$ cat src/rtl/dacrb_pkg.sv
package dacrb_pkg;
  localparam int CODE_W = 12;
  localparam int N_CH   = 8;
  localparam int N_PAIR = N_CH / 2;
  localparam int ADDR_W = 4;

  localparam int A_CTRL0  = 8;
  localparam int A_CTRL1  = 9;
  localparam int A_PRESET = 10;
  localparam int A_PAIR0  = 12;

  typedef logic [CODE_W-1:0] code_t;

  typedef struct packed {
    logic full_pd;
    logic dout_en;
    logic ref_int;
    logic ref_hi;
    logic twos;
  } ctrl0_t;

  // Signed input becomes offset binary by flipping the sign bit.
  function automatic code_t fmt_code(code_t d, logic twos);
    code_t msb;
    msb = code_t'(1) << (CODE_W - 1);
    return twos ? (d ^ msb) : d;
  endfunction

  // Second channel of a pair receives the complement.
  function automatic code_t pair_code(code_t d, logic second);
    return second ? ~d : d;
  endfunction
endpackage

$ cat src/rtl/dacrb_wr_decode.sv
module dacrb_wr_decode
  import dacrb_pkg::*;
#(
  parameter int N    = N_CH,
  parameter int AW   = ADDR_W
) (
  input  logic                 wr_en,
  input  logic [AW-1:0]        wr_addr,
  input  code_t                wr_data,
  input  logic                 twos,
  output logic [N-1:0]         chan_we,
  output code_t [N-1:0]        chan_wdata,
  output logic                 ctrl0_we,
  output logic                 ctrl1_we,
  output logic                 preset_we
);
  code_t conv;
  logic  pair_sel;

  assign conv      = fmt_code(wr_data, twos);
  assign pair_sel  = (wr_addr >= AW'(A_PAIR0));
  assign ctrl0_we  = wr_en && (wr_addr == AW'(A_CTRL0));
  assign ctrl1_we  = wr_en && (wr_addr == AW'(A_CTRL1));
  assign preset_we = wr_en && (wr_addr == AW'(A_PRESET));

  for (genvar i = 0; i < N; i++) begin : g_ch
    assign chan_we[i] = wr_en && ((wr_addr == AW'(i)) ||
                                  (wr_addr == AW'(A_PAIR0 + i / 2)));
    assign chan_wdata[i] = pair_code(conv, pair_sel && (i % 2 == 1));
  end
endmodule

$ cat src/rtl/dacrb_code_bank.sv
module dacrb_code_bank
  import dacrb_pkg::*;
#(
  parameter int N = N_CH
) (
  input  logic          clk,
  input  logic          rst_n,
  input  logic [N-1:0]  chan_we,
  input  code_t [N-1:0] chan_wdata,
  input  logic          load_n,
  output code_t [N-1:0] in_codes,
  output code_t [N-1:0] out_codes
);
  for (genvar i = 0; i < N; i++) begin : g_ch
    always_ff @(posedge clk or negedge rst_n) begin
      if (!rst_n) begin
        in_codes[i]  <= '0;
        out_codes[i] <= '0;
      end else begin
        if (chan_we[i]) in_codes[i] <= chan_wdata[i];
        if (!load_n)    out_codes[i] <= in_codes[i];
      end
    end
  end
endmodule

$ cat src/rtl/dacrb_preset.sv
module dacrb_preset
  import dacrb_pkg::*;
(
  input  logic  clk,
  input  logic  rst_n,
  input  logic  preset_we,
  input  code_t wr_data,
  input  logic  preset_n,
  output logic  preset_active,
  output code_t preset_value
);
  logic [1:0] sync_q;
  logic       written_q;
  code_t      preset_q;

  always_ff @(posedge clk or negedge rst_n) begin
    if (!rst_n) begin
      sync_q    <= 2'b11;
      written_q <= 1'b0;
      preset_q  <= '0;
    end else begin
      sync_q <= {sync_q[0], preset_n};
      if (preset_we) begin
        preset_q  <= wr_data;
        written_q <= 1'b1;
      end
    end
  end

  assign preset_active = !sync_q[1];
  assign preset_value  = written_q ? preset_q : '0;
endmodule

$ cat src/rtl/dac_regbank_ctrl.sv
module dac_regbank_ctrl
  import dacrb_pkg::*;
#(
  parameter int N_CHAN = N_CH,
  parameter int CW     = CODE_W,
  parameter int AW     = ADDR_W,
  localparam int NP    = N_CHAN / 2
) (
  input  logic               clk,
  input  logic               rst_n,
  input  logic               wr_en,
  input  logic [AW-1:0]      wr_addr,
  input  logic [CW-1:0]      wr_data,
  input  logic               load_n,
  input  logic               preset_n,
  output logic [N_CHAN*CW-1:0] dac_code,
  output logic [N_CHAN-1:0]  ch_pd,
  output logic [NP-1:0]      pair_fast,
  output logic               ref_internal,
  output logic               ref_high,
  output logic               dout_en
);
  logic [N_CHAN-1:0]  chan_we;
  code_t [N_CHAN-1:0] chan_wdata;
  code_t [N_CHAN-1:0] in_codes;
  code_t [N_CHAN-1:0] out_codes;
  logic               ctrl0_we, ctrl1_we, preset_we;
  logic               preset_active;
  code_t              preset_value;
  ctrl0_t             ctrl0_q;
  logic [2*NP-1:0]    ctrl1_q;
  logic               full_pd;
  logic [12:0]        ctrl_state;

  dacrb_wr_decode #(.N(N_CHAN), .AW(AW)) u_dec (
    .wr_en(wr_en), .wr_addr(wr_addr), .wr_data(wr_data),
    .twos(ctrl0_q.twos), .chan_we(chan_we), .chan_wdata(chan_wdata),
    .ctrl0_we(ctrl0_we), .ctrl1_we(ctrl1_we), .preset_we(preset_we)
  );

  dacrb_code_bank #(.N(N_CHAN)) u_bank (
    .clk(clk), .rst_n(rst_n), .chan_we(chan_we), .chan_wdata(chan_wdata),
    .load_n(load_n), .in_codes(in_codes), .out_codes(out_codes)
  );

  dacrb_preset u_preset (
    .clk(clk), .rst_n(rst_n), .preset_we(preset_we), .wr_data(wr_data),
    .preset_n(preset_n), .preset_active(preset_active),
    .preset_value(preset_value)
  );

  always_ff @(posedge clk or negedge rst_n) begin
    if (!rst_n) begin
      ctrl0_q <= '0;
      ctrl1_q <= '0;
    end else begin
      if (ctrl0_we) ctrl0_q <= ctrl0_t'(wr_data[4:0]);
      if (ctrl1_we) ctrl1_q <= wr_data[2*NP-1:0];
    end
  end

  assign full_pd      = ctrl0_q.full_pd;
  assign dout_en      = ctrl0_q.dout_en;
  assign ref_internal = ctrl0_q.ref_int;
  assign ref_high     = ctrl0_q.ref_hi;
  assign pair_fast    = ctrl1_q[NP-1:0];
  assign ctrl_state   = {ctrl0_q, ctrl1_q};

  for (genvar i = 0; i < N_CHAN; i++) begin : g_out
    assign dac_code[i*CW +: CW] = preset_active ? preset_value : out_codes[i];
    assign ch_pd[i] = full_pd | ctrl1_q[NP + i / 2];
  end
endmodule

$ cat config.mk
export PLATFORM = sky130hd
export DESIGN_NAME = dac_regbank_ctrl
export DESIGN_NICKNAME = d
export VERILOG_FILES = /design/src/rtl/dacrb_pkg.sv /design/src/rtl/dacrb_wr_decode.sv /design/src/rtl/dacrb_code_bank.sv /design/src/rtl/dacrb_preset.sv /design/src/rtl/dac_regbank_ctrl.sv
export SDC_FILE = /design/constraint.sdc
export NUM_CORES = 1
export LEC_CHECK = 0
export BUFFER_PORTS_ARGS = -buffer_cell sky130_fd_sc_hd__buf_2
export CAP_MARGIN = 20
export CORE_MARGIN = 2
export CORE_UTILIZATION = 60
export DETAILED_ROUTE_END_ITERATION = 12
export HOLD_SLACK_MARGIN = 0.15
export MAX_ROUTING_LAYER = met4
export PLACE_DENSITY = 0.87
export REMOVE_ABC_BUFFERS = 1
export SYNTH_ARGS = -nofsm -noshare
export SYNTH_HDL_FRONTEND = slang
export SYNTH_SLANG_ARGS = --single-unit
$ cat constraint.sdc
create_clock -name clk -period 4.38 [get_ports clk]
set_clock_uncertainty 0.1 [all_clocks]
set_input_delay 0.438 -clock clk [delete_from_list [all_inputs] [get_ports clk]]
set_output_delay 0.438 -clock clk [all_outputs]
set_load 0.01 [all_outputs]
After elaboration in Yosys (flattened, before gate mapping)
Cells that the tools add are included.
{"block": "op_classes", "order_cmp": 1, "n_eq_ne": 14, "mux": 11, "bitwise_logic": 6, "n_reduce_logical": 20}
{"op": "2-to-1 mux 12 bit", "n": 11}
{"op": "equality test 4 bit (second input constant)", "n": 7}
{"op": "equality test 4 x 3 -> 1 bit (second input constant)", "n": 4}
{"op": "inverter 12 bit", "n": 1}
{"op": "logical AND 1 bit", "n": 11}
{"op": "equality test 4 x 2 -> 1 bit (second input constant)", "n": 2}
{"op": "logical OR 1 bit", "n": 8}
{"op": "equality test 4 x 1 -> 1 bit (second input constant)", "n": 1}
{"op": "greater-or-equal comparator 4 bit (second input constant)", "n": 1}
{"op": "logical NOT 4 bit", "n": 1}
{"op": "OR 1 bit", "n": 4}
{"op": "inverter 1 bit", "n": 1}
{"block": "word_totals", "register_bits": 220, "inputBits": 21, "out_inout_bits": 111, "wordCells": 77}

Longest topological paths before layout
{"block": "logic_depth", "ltp_word": 4, "mapped_depth": 5, "ltp_nobuf": 3}

Hierarchy
Synthesis repeated with hierarchy kept, for this count alone.
{"block": "unflattened", "hier_cells": 722, "hier_area_um2": 10825.4}
{"mod": "dacrb_code_bank", "n_inst": 1, "cells_per_inst": 403, "area_per_inst_um2": 7288.2, "seq_area_each_um2": 4804.6}
{"mod": "dac_regbank_ctrl", "n_inst": 1, "cells_per_inst": 146, "area_per_inst_um2": 1924.3, "seq_area_each_um2": 325.3}
{"mod": "dacrb_wr_decode", "n_inst": 1, "cells_per_inst": 130, "area_per_inst_um2": 965.9, "seq_area_each_um2": 0.0}
{"mod": "dacrb_preset", "n_inst": 1, "cells_per_inst": 43, "area_per_inst_um2": 646.9, "seq_area_each_um2": 377.9}

Worst setup path before layout
Ideal clock, no wire load.
{"block": "synth_timing", "kind": "reg-to-output", "from": "reg u_preset.sync_q[1]", "to": "out dac_code[84]", "arrival_time_ns": 1.423, "required_time_ns": 3.842, "path_slack_ns": 2.419, "path_stages_with_launch": 6, "n_path_buf": 3, "path_cell_list": "dfstp_2 -> clkbuf_1 -> clkbuf_1 -> buf_1 -> nand2_1 -> nand2_1"}
{"block": "synth_via", "elab_chain_len": 1}
{"element": "start, declared", "line": "dacrb_preset.sv:12", "source": "logic [1:0] sync_q;"}
{"element": "start signal, assigned", "line": "dacrb_preset.sv:22", "source": "sync_q <= {sync_q[0], preset_n};"}
{"element": "2-to-1 mux 12 bit", "line": "dac_regbank_ctrl.sv:70", "source": "assign dac_code[i*CW +: CW] = preset_active ? preset_value : out_codes[i];"}
{"element": "end, declared", "line": "dac_regbank_ctrl.sv:16", "source": "output logic [N_CHAN*CW-1:0] dac_code,"}
Every way passes these cells.

Final worst setup path
{"block": "layout_timing", "from": "reg u_preset.sync_q[1]", "to": "out dac_code[11]"}
The elaborated chain is that of the path after synthesis.

==> metrics.yaml <==
placement:
  io_buffer_count: 131
  globalplace.congestion: 0.750
  place_hpwl_mm: 12.3
  place_ws_ns: 1.77
  place_area_um2: 10100
clocking:
  numCtsBuffers: 22
  clk_path_buf_depth: 3
  h-tree-depth: 1
  path_clk_slew_ns: 0.06
  cts_tree: "done"
  cts_sinks: 220
  cts_setup_buffers: 0
  post_cts_resized: 0
  clk_latency_ns: 0.49
  clockRootBuffer: "clkbuf_16"
synthesis:
  synth_cells: 733
  syn_area_um2: 9410
  ys_types: 28
  yosysWarnings: 0
  synth_top_area_cell: "dfrtp_1"
  synth_area_leaders: "dfrtp_1 58%, mux2_2 26%, nand2_1 8.3%"
  synthDominantCellAreaShare_pct: 58.0
  synth_seq_cells: 220
  seq_area_frac_synth_pct: 58.5
  synth.avg_cell_area_um2: 12.8
final_layout:
  syn_to_final_growth_pct: 15.8
  multi_input_area_um2: 3630
  regArea_um2: 5510
  fin_nets: 873
  layout_common_cells: "218 x dfrtp_1, 214 x mux2_2, 208 x nand2_1"
  fin_area_um2: 10900
  layout-drive-gt1-share_pct: 46.5
  final_common_cell: "dfrtp_1"
  antenna-diode-count: 0
  fillerInstances: 1042
sta:
  fin_tns_setup_ns: 0
  fin_crit_ns: 2.98
  setup_violations: 0
  slew_viol_final: 0
  tightest_slew_ns: 1.11
  rsz0062_at_grt: "no"
  fin_ws_ns: 1.40
  hold_violations: 0
  period_share_pct: 68.0
  relSlewSlack_pct: 26.3
  clock.fmax_mhz: 336
global_routing:
  antenna_found_initial: 0
  grt_pass1_wl_mm: 31.7
  grt_max_degree: 97
  grt_usage_pct: 25.1
  grt-ovfl-total: 0
  grt_pass1_vias: 5813
job:
  cap_violations: 0
worst_setup_path:
  crit_arrival_ns: 2.44
  startpoint_type: "flip-flop"
  cpMaxStageDelayCell: "dfstp_4"
  critPathCaptureType: "output pin"
  cp.buffers_inverters: 1
  crit_family: "simple AND/OR/NAND/NOR gates"
  worstSetupPathType: "flip-flop to output pin"
  max_stage_delay_ns: 0.64
  crit_fanout: 52
  crit_chain: "nor2b_2 > nand2_1 > nand2_1 > buf_2"
  crit_path_frequent_cell: "nand2_1"
  worstPathRequired_ns: 3.84
die:
  start_util_pct: 61.7
  fp.dieW_um: 129
  rows: 45
  floorplan.die_area_um2: 16700
  core_area_um2: 15300
  io_pins: 132
  dieHeight_um: 129
route:
  vias_per_cell: 5.47
  drc: 0
  drtAntennaViolNets: 0
  finalWirelength_mm: 19.9
  first_pass_iters: 4
  drt_iter0_drc: 419
  wire_per_inst_um: 18.4
  vias: 5907
power:
  totalPowerFinal_w: 0.00627
  irDropWorstVdd_mv: 0.316
  cellLeakagePower_nw: 5.39
  power_density_nw_per_um2: 576
status:
  status: "complete, no violations"
min_path:
  hold_path_class: "input pin to flip-flop"
registers in the layout (all words and copies together), names as in the netlist, 2 cells and up:
register / count
u_preset.sync_q: 2
u_bank.out_codes: 96
u_bank.in_codes: 96
ctrl1_q: 8
u_preset.preset_q: 12
synth_stat cells, drive strengths merged:
library cell,number
dfstp,2
xnor2,13
nor3,1
or2b,1
or3b,3
mux2,217
clkbuf,16
nand4,1
nor3b,4
xor2,3
buf,29
and4b,1
or2,5
o21ai,1
nor4b,1
a21oi,3
nor2b,1
nand2,208
nand3b,5
dfrtp,218
area by class of cell:
class                      instances  area share (%)
clock inverter                     3           0.195
sequential                       220            50.6
tap                              211            2.42
timing repair buffer             140            6.96
multi-input combinational        468            33.4
clock buffer                      37            6.50
power by group:
group / internal (W) / total (W) / switching, W / leakage [nW]
Clock: 0.00110 / 0.00187 / 0.000766 / 0.362
Sequential: 0.00265 / 0.00299 / 0.000339 / 2.64
Combinational: 0.000755 / 0.00142 / 0.000662 / 2.38
layer usage:
| metal | vias to the layer above | GRT usage [%] | routed length (um) |
|---|---|---|---|
| met1 | 3025 | 35.7 | 8860 |
| met2 | 163 | 39.9 | 9650 |
| met5 | - | - | 0 |
| met4 | 0 | 4.35 | 289 |
| li1 | 2686 | - | - |
| met3 | 33 | 3.26 | 1080 |
path summary, 6_finish.rpt:
check	start	to	slack [ns]	cells past startpoint
max	u_preset.sync_q[1]$_DFF_PN1_	dac_code[11]	1.40	4
min	wr_data[9]	u_bank.in_codes[33]$_DFFE_PN0P_	0.19	2
max reg2reg	ctrl0_q[0]$_DFFE_PN0P_	u_bank.in_codes[47]$_DFFE_PN0P_	2.85	3
min reg2reg	u_preset.sync_q[0]$_DFF_PN1_	u_preset.sync_q[1]$_DFF_PN1_	0.26	0
max in group asynchronous	rst_n	u_bank.out_codes[21]$_DFFE_PN0N_	2.58	3
min in group asynchronous	rst_n	u_bank.out_codes[69]$_DFFE_PN0N_	0.50	2
metrics by stage:
step / instances / util, % / hold slack [ns]
after global placement: 1035 / 66.4 / 0.248
after global routing: 1079 / 71.4 / 0.182
after floorplan: 688 / - / 0.0424
final: 1079 / 71.4 / 0.191
after detailed placement: 1035 / 66.4 / 0.252
after CTS: 1078 / 71.3 / 0.171
logic make-up after synthesis:
logic type	count (synthesis)	synth area share, %
buffers and inverters	45	2.87
xor gates and xnor gates	16	1.49
AOI/OAI and AO/OA	4	0.372
DFF	220	58.5
muxes	217	26.0
and+or+nand+nor	231	10.7
timing repair:
item,4_1_cts,5_1_grt
hold endpoints to repair,94,0
hold buffers,3,0
endpoints found under the setup margin,0,0
(Power assumes the default switching activity.)
